File: config.mk
export PLATFORM = sky130hd
export DESIGN_NAME = ata_cmd_interp
export DESIGN_NICKNAME = d
export VERILOG_FILES = /design/src/rtl/ata_cmd_pkg.sv /design/src/rtl/ata_cmd_decode.sv /design/src/rtl/ata_xfer_counter.sv /design/src/rtl/ata_dev_settings.sv /design/src/rtl/ata_cmd_interp.sv
export SDC_FILE = /design/constraint.sdc
export NUM_CORES = 1
export LEC_CHECK = 0
export BUFFER_PORTS_ARGS = -buffer_cell sky130_fd_sc_hd__buf_2
export CAP_MARGIN = 10
export CORE_AREA = 2 2 95 97
export DETAILED_ROUTE_END_ITERATION = 12
export DIE_AREA = 0 0 97 99
export PLACE_DENSITY = 0.84
export SYNTH_ARGS = -nofsm -noshare
export SYNTH_HDL_FRONTEND = slang
export SYNTH_SLANG_ARGS = --single-unit
File: constraint.sdc
create_clock -name clk -period 1.8 [get_ports clk]
set_input_delay 0.18 -clock clk [delete_from_list [all_inputs] [get_ports clk]]
set_output_delay 0.18 -clock clk [all_outputs]
set_load 0.02 [all_outputs]
File: src/rtl/ata_cmd_pkg.sv
package ata_cmd_pkg;

  localparam int CMD_W   = 16;
  localparam int CNTF_W  = 13;
  localparam logic [13:0] SETDEV_KEY = 14'h2740;

  typedef enum logic [2:0] {
    CK_REG_RD,
    CK_REG_WR,
    CK_DATA,
    CK_SET_DEV,
    CK_BAD
  } cmd_kind_e;

  typedef enum logic [2:0] {
    ST_IDLE,
    ST_REG,
    ST_REG_PUSH,
    ST_DATA_WAIT,
    ST_DATA_CYC,
    ST_DATA_PUSH
  } fsm_state_e;

  typedef struct packed {
    cmd_kind_e          kind;
    logic               to_dev;
    logic [1:0]         cs;
    logic [2:0]         addr;
    logic [7:0]         wbyte;
    logic [CNTF_W-1:0]  nminus1;
    logic               sel_dev;
    logic               sel_blk;
  } cmd_fields_t;

endpackage

File: src/rtl/ata_cmd_decode.sv
module ata_cmd_decode
  import ata_cmd_pkg::*;
(
  input  logic [CMD_W-1:0] word,
  output cmd_fields_t      fields
);

  always_comb begin
    fields         = '0;
    fields.cs      = word[12:11];
    fields.addr    = word[10:8];
    fields.wbyte   = word[7:0];
    fields.nminus1 = word[CNTF_W-1:0];
    fields.to_dev  = word[15];
    fields.sel_dev = word[0];
    fields.sel_blk = word[1];
    if (word[15:13] == 3'b001) begin
      fields.kind = CK_REG_RD;
    end else if (word[15:13] == 3'b101) begin
      fields.kind = CK_REG_WR;
    end else if (word[14:13] == 2'b10) begin
      fields.kind = CK_DATA;
    end else if (word[15:2] == SETDEV_KEY) begin
      fields.kind = CK_SET_DEV;
    end else begin
      fields.kind = CK_BAD;
    end
  end

endmodule

File: src/rtl/ata_xfer_counter.sv
module ata_xfer_counter #(
  parameter int N_W       = 13,
  parameter int BLK_SHIFT = 2,
  localparam int CNT_W    = N_W + BLK_SHIFT + 1
) (
  input  logic             clk,
  input  logic             rst_n,
  input  logic             load,
  input  logic [N_W-1:0]   nminus1,
  input  logic             blk,
  input  logic             dec,
  input  logic             clr,
  output logic [CNT_W-1:0] count,
  output logic             last,
  output logic             zero
);

  logic [CNT_W-1:0] cnt_q, cnt_d;
  logic [CNT_W-1:0] base, load_val;

  assign base     = {{(CNT_W-N_W){1'b0}}, nminus1} + CNT_W'(1);
  assign load_val = blk ? (base << BLK_SHIFT) : base;

  always_comb begin
    cnt_d = cnt_q;
    if (clr) begin
      cnt_d = '0;
    end else if (load) begin
      cnt_d = load_val;
    end else if (dec && (cnt_q != '0)) begin
      cnt_d = cnt_q - CNT_W'(1);
    end
  end

  always_ff @(posedge clk or negedge rst_n) begin
    if (!rst_n) begin
      cnt_q <= '0;
    end else begin
      cnt_q <= cnt_d;
    end
  end

  assign count = cnt_q;
  assign last  = (cnt_q == CNT_W'(1));
  assign zero  = (cnt_q == '0);

endmodule

File: src/rtl/ata_dev_settings.sv
module ata_dev_settings (
  input  logic clk,
  input  logic rst_n,
  input  logic set_en,
  input  logic sel_dev,
  input  logic sel_blk,
  input  logic bad_en,
  input  logic term_en,
  output logic dev_sel,
  output logic blk_mode,
  output logic illegal_cmd,
  output logic term_err
);

  logic dev_q, dev_d, blk_q, blk_d, ill_q, ill_d, trm_q, trm_d;

  always_comb begin
    dev_d = dev_q;
    blk_d = blk_q;
    if (set_en) begin
      dev_d = sel_dev;
      blk_d = sel_blk;
    end
    ill_d = ill_q | bad_en;
    trm_d = trm_q | term_en;
  end

  always_ff @(posedge clk or negedge rst_n) begin
    if (!rst_n) begin
      dev_q <= 1'b0;
      blk_q <= 1'b0;
      ill_q <= 1'b0;
      trm_q <= 1'b0;
    end else begin
      dev_q <= dev_d;
      blk_q <= blk_d;
      ill_q <= ill_d;
      trm_q <= trm_d;
    end
  end

  assign dev_sel     = dev_q;
  assign blk_mode    = blk_q;
  assign illegal_cmd = ill_q;
  assign term_err    = trm_q;

endmodule

File: src/rtl/ata_cmd_interp.sv
module ata_cmd_interp
  import ata_cmd_pkg::*;
#(
  parameter int          DATA_W    = 16,
  parameter logic [1:0]  DATA_CS   = 2'b10,
  parameter logic [2:0]  DATA_ADDR = 3'd0,
  parameter int          BLK_SHIFT = 2,
  localparam int         CNT_W     = CNTF_W + BLK_SHIFT + 1
) (
  input  logic              clk,
  input  logic              rst_n,
  input  logic              cmd_valid,
  input  logic [CMD_W-1:0]  cmd_word,
  output logic              cmd_ready,
  input  logic              term_req,
  output logic              cyc_req,
  output logic              cyc_write,
  output logic [1:0]        cyc_cs,
  output logic [2:0]        cyc_addr,
  output logic [DATA_W-1:0] cyc_wdata,
  input  logic              cyc_done,
  input  logic [DATA_W-1:0] cyc_rdata,
  input  logic              wq_valid,
  input  logic [DATA_W-1:0] wq_data,
  output logic              wq_ready,
  output logic              rq_valid,
  output logic [DATA_W-1:0] rq_data,
  input  logic              rq_ready,
  output logic              pio_busy,
  output logic              dev_sel,
  output logic              blk_mode,
  output logic [CNT_W-1:0]  xfer_left,
  output logic              term_err,
  output logic              illegal_cmd
);

  // reset: asserted asynchronously, released on a clock edge
  logic [1:0] rst_sync_q;
  logic       rst_sync_n;

  always_ff @(posedge clk or negedge rst_n) begin
    if (!rst_n) begin
      rst_sync_q <= 2'b00;
    end else begin
      rst_sync_q <= {rst_sync_q[0], 1'b1};
    end
  end
  assign rst_sync_n = rst_sync_q[1];

  cmd_fields_t f;
  ata_cmd_decode u_dec (.word(cmd_word), .fields(f));

  fsm_state_e state_q, state_d;
  logic ld_cmd, cnt_load, cnt_dec, cnt_clr;
  logic set_en, bad_en, term_en;
  logic cap_wq, cap_rd, cap_reg_rd;
  logic cnt_last, cnt_zero;
  logic accept, busy_now;

  logic              op_write_q;
  logic [1:0]        cs_q;
  logic [2:0]        addr_q;
  logic [DATA_W-1:0] wdata_q;
  logic [DATA_W-1:0] rdata_q;

  assign busy_now = (state_q != ST_IDLE);
  assign accept   = cmd_valid && (state_q == ST_IDLE);

  // next-state logic
  always_comb begin
    state_d    = state_q;
    ld_cmd     = 1'b0;
    cnt_load   = 1'b0;
    cnt_dec    = 1'b0;
    cnt_clr    = 1'b0;
    set_en     = 1'b0;
    bad_en     = 1'b0;
    term_en    = 1'b0;
    cap_wq     = 1'b0;
    cap_rd     = 1'b0;
    cap_reg_rd = 1'b0;
    unique case (state_q)
      ST_IDLE: begin
        if (accept) begin
          unique case (f.kind)
            CK_REG_RD, CK_REG_WR: begin
              ld_cmd  = 1'b1;
              state_d = ST_REG;
            end
            CK_DATA: begin
              ld_cmd   = 1'b1;
              cnt_load = 1'b1;
              state_d  = f.to_dev ? ST_DATA_WAIT : ST_DATA_CYC;
            end
            CK_SET_DEV: set_en = 1'b1;
            default:    bad_en = 1'b1;
          endcase
        end
      end
      ST_REG: begin
        if (cyc_done) begin
          if (op_write_q) begin
            state_d = ST_IDLE;
          end else begin
            cap_reg_rd = 1'b1;
            state_d    = ST_REG_PUSH;
          end
        end
      end
      ST_REG_PUSH: begin
        if (rq_ready) state_d = ST_IDLE;
      end
      ST_DATA_WAIT: begin
        if (wq_valid) begin
          cap_wq  = 1'b1;
          state_d = ST_DATA_CYC;
        end
      end
      ST_DATA_CYC: begin
        if (cyc_done) begin
          cnt_dec = 1'b1;
          if (!op_write_q) begin
            cap_rd  = 1'b1;
            state_d = ST_DATA_PUSH;
          end else begin
            state_d = cnt_last ? ST_IDLE : ST_DATA_WAIT;
          end
        end
      end
      ST_DATA_PUSH: begin
        if (rq_ready) state_d = cnt_zero ? ST_IDLE : ST_DATA_CYC;
      end
      default: state_d = ST_IDLE;
    endcase
    // terminate overrides every other action of the cycle
    if (term_req && busy_now) begin
      state_d    = ST_IDLE;
      cnt_clr    = 1'b1;
      cnt_dec    = 1'b0;
      term_en    = 1'b1;
      cap_wq     = 1'b0;
      cap_rd     = 1'b0;
      cap_reg_rd = 1'b0;
    end
  end

  always_ff @(posedge clk or negedge rst_sync_n) begin
    if (!rst_sync_n) begin
      state_q <= ST_IDLE;
    end else begin
      state_q <= state_d;
    end
  end

  // operand and data registers, each with its own enable
  always_ff @(posedge clk or negedge rst_sync_n) begin
    if (!rst_sync_n) begin
      op_write_q <= 1'b0;
      cs_q       <= 2'b00;
      addr_q     <= 3'd0;
      wdata_q    <= '0;
      rdata_q    <= '0;
    end else begin
      if (ld_cmd) begin
        op_write_q <= (f.kind == CK_REG_WR) || ((f.kind == CK_DATA) && f.to_dev);
        cs_q       <= (f.kind == CK_DATA) ? DATA_CS : f.cs;
        addr_q     <= (f.kind == CK_DATA) ? DATA_ADDR : f.addr;
        wdata_q    <= {{(DATA_W-8){1'b0}}, f.wbyte};
      end else if (cap_wq) begin
        wdata_q <= wq_data;
      end
      if (cap_reg_rd) begin
        rdata_q <= {{(DATA_W-8){1'b0}}, cyc_rdata[7:0]};
      end else if (cap_rd) begin
        rdata_q <= cyc_rdata;
      end
    end
  end

  ata_xfer_counter #(.N_W(CNTF_W), .BLK_SHIFT(BLK_SHIFT)) u_cnt (
    .clk     (clk),
    .rst_n   (rst_sync_n),
    .load    (cnt_load),
    .nminus1 (f.nminus1),
    .blk     (blk_mode),
    .dec     (cnt_dec),
    .clr     (cnt_clr),
    .count   (xfer_left),
    .last    (cnt_last),
    .zero    (cnt_zero)
  );

  ata_dev_settings u_set (
    .clk         (clk),
    .rst_n       (rst_sync_n),
    .set_en      (set_en),
    .sel_dev     (f.sel_dev),
    .sel_blk     (f.sel_blk),
    .bad_en      (bad_en),
    .term_en     (term_en),
    .dev_sel     (dev_sel),
    .blk_mode    (blk_mode),
    .illegal_cmd (illegal_cmd),
    .term_err    (term_err)
  );

  assign cmd_ready = (state_q == ST_IDLE);
  assign pio_busy  = busy_now;
  assign cyc_req   = (state_q == ST_REG) || (state_q == ST_DATA_CYC);
  assign cyc_write = op_write_q;
  assign cyc_cs    = cs_q;
  assign cyc_addr  = addr_q;
  assign cyc_wdata = wdata_q;
  assign wq_ready  = (state_q == ST_DATA_WAIT) && !term_req;
  assign rq_valid  = (state_q == ST_REG_PUSH) || (state_q == ST_DATA_PUSH);
  assign rq_data   = rdata_q;

endmodule

# After elaboration in Yosys (flattened, before gate mapping)
# Index checks and enable logic that the tools add are counted.
[word_totals]
reg_bits = 63
out_inout_bits = 63
elab_cells = 110
[classes]
addsub = 2
eq_ne = 20
mux = 53
n_bitwise = 2
n_reduce_logical = 21
[ops]
columns = ["op", "n"]
rows = [
  ["$mux 16", 8],
  ["$mux 3", 15],
  ["$mux 1", 25],
  ["$pmux 3 s6", 1],
  ["$eq 16x1->1 const B", 1],
  ["$logic_not 16->1", 1],
  ["$reduce_bool 16->1", 1],
  ["$sub 16x1->16 const B", 1],
  ["$ne 3x3->1 const B", 5],
  ["$add 13x1->14 const B", 1],
  ["$eq 14x14->1 const B", 1],
  ["$eq 3x2->1 const B", 4],
  ["$eq 3x1->1 const B", 3],
  ["$eq 3x3->1 const B", 3],
  ["$reduce_and 7->1", 1],
  ["$logic_not 3->1", 2],
  ["$mux 2", 3],
  ["$pmux 3 s2", 1],
  ["$reduce_bool 3->1", 2],
  ["$logic_and 1x1->1", 5],
  ["$ne 4x1->1 const B", 1],
  ["$reduce_bool 2->1", 2],
  ["$reduce_or 4->1", 1],
  ["$logic_or 1x1->1", 3],
  ["6 further kinds", 7],
]

# Longest topological paths before layout
# Gate-level depths: netlist (run 1).
[logic_depth]
depth_word = 11
depth_mapped = 8
mapped_depth_nobuf = 7

# Cells and area by module
# Synthesis (run 1) repeated with hierarchy kept, for this count alone.
[unflattened]
cells_unflattened = 409
hier_area_um2 = 3905.0
[by_module_without_submodules]
columns = ["mod", "instances", "cells_per_inst", "area_each_um2", "seq_area_each_um2"]
rows = [
  ["ata_cmd_interp", 1, 188, 2052.0, 1076.0],
  ["ata_xfer_counter", 1, 173, 1420.1, 400.4],
  ["ata_cmd_decode", 1, 40, 297.8, 0.0],
  ["ata_dev_settings", 1, 8, 135.1, 100.1],
]

# Worst setup path before layout (run 1)
# No wires, ideal clock.
[synth_path]
path_type = "reg-to-reg"
startpoint = "register u_cnt.cnt_q[0] (netlist: u_cnt.count[0])"
endpoint = "register u_cnt.cnt_q[14] (netlist: u_cnt.count[14])"
arrival_time_ps = 1952
required_time_ps = 1662
path_slack_ps = -290
stages_incl_launch_ff = 9
n_path_buf = 1
synth_period_minus_slack_ps = 2090
path_cell_list = "dfrtp_1 > inv_1 > ha_1 > nor4b_1 > and4_1 > buf_6 > or4_1 > a22oi_1 > nor4_1"
[synth_via]
elab_chain_cells = 4
[synth_lines]
columns = ["item", "line", "rtl"]
rows = [
  ["from (decl)", "ata_xfer_counter.sv:18", "logic [CNT_W-1:0] cnt_q, cnt_d;"],
  ["from (signal assigned)", "ata_xfer_counter.sv:39", "cnt_q <= cnt_d;"],
  ["$sub 16x1->16", "ata_xfer_counter.sv:31", "cnt_d = cnt_q - CNT_W'(1);"],
  ["$mux 16", "ata_xfer_counter.sv:30", "end else if (dec && (cnt_q != '0)) begin"],
  ["$mux 16", "ata_xfer_counter.sv:28", "end else if (load) begin"],
  ["$mux 16", "ata_xfer_counter.sv:26", "if (clr) begin"],
]
# Several ways; a longest one is shown, not always the timed one. The select of a mux whose other input is x is not followed.
# A chain may end at the register's enable or synchronous reset.

# Worst setup path after layout (run 1)
[layout_path]
startpoint = "register state_q[2]"
endpoint = "register u_cnt.cnt_q[5] (netlist: u_cnt.count[5])"
[layout_via]
elab_chain_cells = 6
[layout_lines]
columns = ["item", "line", "rtl"]
rows = [
  ["from (decl)", "ata_cmd_interp.sv:53", "fsm_state_e state_q, state_d;"],
  ["from (signal assigned)", "ata_cmd_interp.sv:151", "state_q <= state_d;"],
  ["$logic_not 3->1", "ata_cmd_interp.sv:67, ata_cmd_interp.sv:82", ""],
  ["$logic_and 1x1->1", "ata_cmd_interp.sv:67", "assign accept = cmd_valid && (state_q == ST_IDLE);"],
  ["$mux 1", "ata_cmd_interp.sv:84", "if (accept) begin"],
  ["$mux 1", "ata_cmd_interp.sv:82", "unique case (state_q)"],
  ["$mux 16", "ata_xfer_counter.sv:28", ""],
  ["$mux 16", "ata_xfer_counter.sv:26", ""],
]
# Several ways; a longest one is shown, not always the timed one.

==> results.json, run 1 <==
{
  "worstSkewPairLatency_ns": 0.35,
  "numPortBuffers": 117,
  "crit_arrival_ns": 2.04,
  "p_clk_share_pct": 18.4,
  "fin_setup_tns_ns": -0.04467,
  "area_growth_pct": 40.42,
  "layout-drive-gt1-share_pct": 41.43,
  "maxCapViolCount": 0,
  "synth_edf_count": 0,
  "multi_input_area_um2": 2352,
  "grt_max_degree": 26,
  "fin_nets": 684,
  "ant_nets": 0,
  "switching_share_pct": 42.98,
  "r2r-end": "u_cnt.count[5]",
  "path_clk_slew_ns": 0.08,
  "final-seq-area_um2": 1584,
  "setup_viol": 6,
  "status": "finished with violations",
  "rsz0062_at_grt": "true",
  "cp-start-kind": "register",
  "vias_per_cell": 5.764,
  "hold_viol_final": 0,
  "tritoncts": "yes",
  "via_count": 4254,
  "power_frac_comb_pct": 51.4,
  "stdcell_area_um2": 5538,
  "die_height_um": 99,
  "synthArstFlopShare_pct": 100.0,
  "synth_top_area_cell": "dfrtp_1",
  "core.rowCount": 34,
  "grt_pass1_vias": 4161,
  "r2r_slack_ns": -0.02,
  "cts-htree-levels": 3,
  "synth_area_leaders": "dfrtp_1 (40%), nand2_1 (8.4%), nand3_1 (3.9%), a21oi_1 (3.6%), mux2i_1 (3.0%)",
  "final.fill_count": 718,
  "drt_wl_total_um": 12290,
  "r2r-start": "state_q[2]",
  "holdPathEnd": "rq_data[6]",
  "grtUsageTotal_pct": 25.30,
  "initial_core_util_pct": 46.12,
  "finalWorstSetupSlack_ns": -0.01970,
  "internal-power_mw": 4.238,
  "cellLeakagePower_nw": 2.664,
  "hpwl_um": 8907,
  "hold_start": "cyc_rdata[6]",
  "dieWidth_um": 97,
  "clock_skew_ns": 0.008878,
  "io_pins": 118,
  "power_density_nw_per_um2": 1342,
  "endpoint_kind": "register",
  "synth_area_um2": 3944,
  "die_area_um2": 9603,
  "cts_buffers": 9,
  "drv_slew": 0,
  "hold_path_class": "input port to register",
  "crit_type": "register to register",
  "ir_worst_vdd_mv": 0.7645,
  "dr.pass1.iters": 5,
  "syn_inst": 462,
  "placed_area_um2": 5032,
  "synth_seq_cells": 63,
  "synth-main-ff-cell": "dfrtp_1",
  "finalCritPeriodShare_pct": 101.1,
  "wl_per_cell_um": 16.65,
  "synth_top_area_share_pct": 39.97,
  "cp_max_fo": 11,
  "drt_iter0_drc": 212,
  "route.detailed.drc": 0,
  "min_path_cells": 3,
  "gp_congestion": 0.9263,
  "grt-ovfl-total": 0,
  "core_um2": 8551,
  "max_freq_mhz": 549.5,
  "syn_avg_cell_area_um2": 8.536,
  "yosysWarnings": 0,
  "synthDistinctLibCells": 67,
  "layout_min_cycle_time_ns": 1.820,
  "root_buffer": "clkbuf_8",
  "antenna_found_initial": 0,
  "ys_seq_area_share_pct": 39.97,
  "power_switching_mw": 3.195,
  "insertedDiodeCount": 0,
  "cts_sinks": 63,
  "rr_worst_depth": 8,
  "critPathRequiredTime_ns": 2.02,
  "pwr-share-seq_pct": 30.2,
  "grt_pass1_wl_um": 19850,
  "syn_nets": 521,
  "cts.path.max_buffers": 2,
  "violations": "setup timing",
  "dp_slack_ns": -0.1157
}
==> placed cells by master, fill, tap and decap left out, types with 5 or more instances in the layout <==
master,netlist,layout
a211oi_1,6,5
o21ai_0,23,20
nand3_1,31,27
nor4_2,4,5
a21oi_1,28,27
dfrtp_2,0,6
buf_4,0,58
clkbuf_8,0,9
dfrtp_1,63,57
o22ai_1,6,6
nor2_1,19,16
buf_2,17,115
xnor2_1,12,12
a31oi_1,6,6
nand2_1,88,88
nand3_2,4,7
nor3_1,12,10
inv_1,10,7
nand4_1,6,6
nand3b_1,6,6
mux2i_1,12,12
buf_6,3,8
nor4_1,8,5
==> state kept, by name (all words and copies together), names as in the netlist <==
name / count
cyc_cs: 2
u_set.term_err: 1
rst_sync_q: 2
state_q: 3
u_set.blk_mode: 1
cyc_addr: 3
u_cnt.count: 16
cyc_write: 1
u_set.illegal_cmd: 1
u_set.dev_sel: 1
cyc_wdata: 16
rq_data: 16
==> power groups by stage <==
stage          logic [mW]  registers (mW)  clock network, mW
6_report             3.82            2.25               1.36
5_1_grt              4.11            2.31               1.45
4_1_cts              3.62            2.24               1.37
3_5_place_dp         3.53            2.26                  0
3_3_place_gp         3.43            2.24                  0
2_1_floorplan        1.48            2.90                  0
==> synth_stat cells, drive strengths merged (4+ instances only) <==
library cell  instances
xor2                  4
inv                  10
nand2b                4
nand3                35
nand4                 6
o22ai                 6
xnor2                12
ha                    4
nor2b                 7
o21ai                24
nor2                 21
nor3                 14
mux2i                12
and4                  4
nor4                 13
nand2                89
dfrtp                63
clkbuf               13
buf                  22
a21oi                28
a211oi                7
and3                  4
a31oi                 6
o31ai                 4
nand3b                6
==> per-stage QoR <==
| stage | cells | util (%) | hold slack (ns) | power (mW) |
|---|---|---|---|---|
| after floorplan | 462 | - | -0.1156 | 4.386 |
| after global placement | 713 | 58.85 | -0.03366 | 5.672 |
| after detailed placement | 713 | 58.85 | -0.02999 | 5.790 |
| after CTS | 734 | 62.72 | 0.01265 | 7.235 |
| after global routing | 738 | 64.76 | 0.01849 | 7.873 |
| final | 738 | 64.76 | 0.02156 | 7.433 |
==> timing repair <==
item	CTS	global route
gates resized for setup	20	31
setup buffers	4	3
pin swaps	9	12
cloned	0	1
endpoints found under the hold margin	2	0
endpoints found under the setup margin	25	33
hold buffers	1	0
==> worst max-delay path: stages, from the launching register on <==
cell      delay [ns]
dfrtp_1         0.41
buf_4           0.15
or3_4           0.40
inv_2           0.11
nand3_4         0.14
buf_12          0.18
nand3_1         0.08
a21oi_1         0.04
nand3b_1        0.17
==> kinds of logic (layout without fill, tap and decap cells) <==
kind of cell / Yosys count / count (layout) / synth area share, %
and+or+nand+nor: 220 / 220 / 29.89
AOI/OAI and AO/OA: 98 / 98 / 15.93
DFF: 63 / 63 / 39.97
buffers and inverters: 45 / 213 / 5.394
xor gates and xnor gates: 16 / 16 / 3.553
muxes: 15 / 15 / 3.902
adders and majority gates: 4 / 4 / 1.269
other: 1 / 1 / 0.09509
==> final cells by class <==
type	instances	share of cell area, %
flip-flops and latches	63	28.60
clock buffers	10	2.305
clock inverters	6	1.536
inverters	10	0.6778
multi-input cells	354	42.48
well taps	108	2.440
repair buffers	187	21.96
==> worst max path at each step <==
stage	startpoint	to	slack (ns)
2_1_floorplan	u_cnt.count[1]	u_cnt.count[14]	-0.15
3_3_place_gp	state_q[2]	u_set.dev_sel	-0.06
3_5_place_dp	u_cnt.count[1]	u_cnt.count[14]	-0.12
4_1_cts	state_q[2]	u_cnt.count[5]	0.003
5_1_grt	u_cnt.count[11]	u_cnt.count[13]	-0.15
6_report	state_q[2]	u_cnt.count[5]	-0.02
==> per-layer routing <==
metal	part of all wire [%]	up-vias	GRT usage, %
met4	1.9	0	7.801
met1	42	2022	32.08
met2	49	208	44.12
met5	0	-	0
met3	6.7	24	4.610
li1	-	2000	-
No activity file was read; power rests on OpenSTA's default activity.
==> run 2: changes to the inputs <==
RECOVER_POWER = 50   (was unset)
==> run 2 against run 1 <==
  * The flow still finishes with violations (setup timing)
  * Sequential cell count stayed put
  * First-iteration DRC count is 21% higher
  * Critical endpoint unchanged
  * Critical path depth unchanged
==> results.json, run 2 (synthesis gave the netlist of run 1 again) <==
{
  "status": "finished with violations",
  "violations": "setup timing",
  "max_freq_mhz": 550.8,
  "power_density_nw_per_um2": 1343,
  "grt_pass1_vias": 4161,
  "grt_pass1_wl_um": 19850,
  "antenna_found_initial": 0,
  "cts-htree-levels": 3,
  "numPortBuffers": 117,
  "die_area_um2": 9603,
  "stdcell_area_um2": 5493,
  "dr.pass1.iters": 8,
  "drt_wl_total_um": 12310,
  "maxCapViolCount": 0,
  "endpoint_kind": "register",
  "crit_type": "register to register",
  "hold_slack_ns": 0.02271,
  "hold_viol_final": 0,
  "cts_sinks": 63,
  "cellLeakagePower_nw": 2.589,
  "drt_iter0_drc": 256,
  "final_common_cell": "buf_2",
  "grt-ovfl-total": 0,
  "crit_arrival_ns": 2.04,
  "die_height_um": 99,
  "core.rowCount": 34,
  "setup_viol": 5,
  "wl_per_cell_um": 16.67,
  "tritoncts": "yes",
  "root_buffer": "clkbuf_8",
  "final_cells": 738,
  "cts_buffers": 9,
  "worstMarginPinSlew_ns": 0.7486,
  "critPathRequiredTime_ns": 2.02,
  "drv_slew": 0,
  "core_um2": 8551,
  "p_total_mw": 7.377,
  "placed_area_um2": 5032,
  "fin_setup_tns_ns": -0.04138,
  "gp_congestion": 0.9263,
  "ant_nets": 0,
  "dp_cells": 713,
  "worstSkewPairLatency_ns": 0.35,
  "clock_skew_ns": 0.009204,
  "rsz0062_at_grt": "true",
  "grtUsageTotal_pct": 25.30,
  "cp-start-kind": "register",
  "hold_path_class": "input port to register",
  "layout_min_cycle_time_ns": 1.816,
  "ir_worst_vdd_mv": 0.7641,
  "path_clk_slew_ns": 0.08,
  "route.detailed.drc": 0,
  "fin_nets": 684,
  "final_cell_mix": "buf_2 (94), nand2_1 (88), dfrtp_1 (58), buf_4 (57)",
  "cts.path.max_buffers": 2,
  "via_count": 4241,
  "finalCoreUtilization_pct": 64.24,
  "dp_slack_ns": -0.1157,
  "io_pins": 118,
  "dieWidth_um": 97,
  "grt_max_degree": 26,
  "finalCritPeriodShare_pct": 100.9,
  "area_growth_pct": 39.28,
  "insertedDiodeCount": 0,
  "layout-drive-gt1-share_pct": 37.94,
  "hpwl_um": 8907,
  "finalWorstSetupSlack_ns": -0.01551,
  "cp_max_fo": 11,
  "initial_core_util_pct": 46.12,
  "vias_per_cell": 5.747,
  "timing.slew.headroom_pct": 50.10,
  "final.fill_count": 729
}
[run 2: routing by layer]
layer | track usage [%] | routed length, µm | vias up
met1 | 32.08 | 5224 | 2035
li1 | - | - | 1993
met5 | 0 | 0 | -
met4 | 7.801 | 242 | 0
met3 | 4.610 | 744 | 24
met2 | 44.12 | 6095 | 189
[run 2: cell type report]
| type | count | area, µm² | area share (%) |
|---|---|---|---|
| clock inverters | 6 | 85.08 | 1.549 |
| clock buffers | 10 | 127.6 | 2.323 |
| well taps | 108 | 135.1 | 2.460 |
| flip-flops and latches | 63 | 1583 | 28.82 |
| repair buffers | 187 | 1172 | 21.34 |
| multi-input cells | 354 | 2352 | 42.82 |
| inverters | 10 | 37.54 | 0.6834 |
[run 2: timing repair]
item	in CTS	in global routing
gates cloned	0	1
hold buffers	1	0
buffers inserted	4	3
resized for setup	20	31
pin swaps	9	12
endpoints found under the hold margin	2	0
setup endpoints to repair	25	33
[run 2: path summary, 6_finish.rpt]
path	start	endpoint	slack [ns]	cells past startpoint
setup / recovery	state_q[2]	u_cnt.count[5]	-0.02	8
hold / removal	cyc_rdata[6]	rq_data[6]	0.02	3
setup reg to reg	state_q[2]	u_cnt.count[5]	-0.02	8
hold reg to reg	rst_sync_q[1]	u_cnt.count[10]	0.31	0
max in group asynchronous	rst_sync_q[1]	cyc_wdata[13]	0.44	1
min in group asynchronous	rst_n	rst_sync_q[0]	0.14	2
[run 2: report_power, final]
group / switching [mW] / internal [mW] / total [mW]
Sequential: 0.359 / 1.89 / 2.25
Combinational: 2.25 / 1.51 / 3.76
Clock: 0.588 / 0.775 / 1.36
[run 2: worst max-delay path: stages, from the launching register on]
cell and delay (ns):
dfrtp_1 0.41, buf_4 0.15, or3_4 0.40, inv_2 0.11, nand3_4 0.14, buf_12 0.18, nand3_1 0.08, a21oi_1 0.04
nand3b_1 0.17
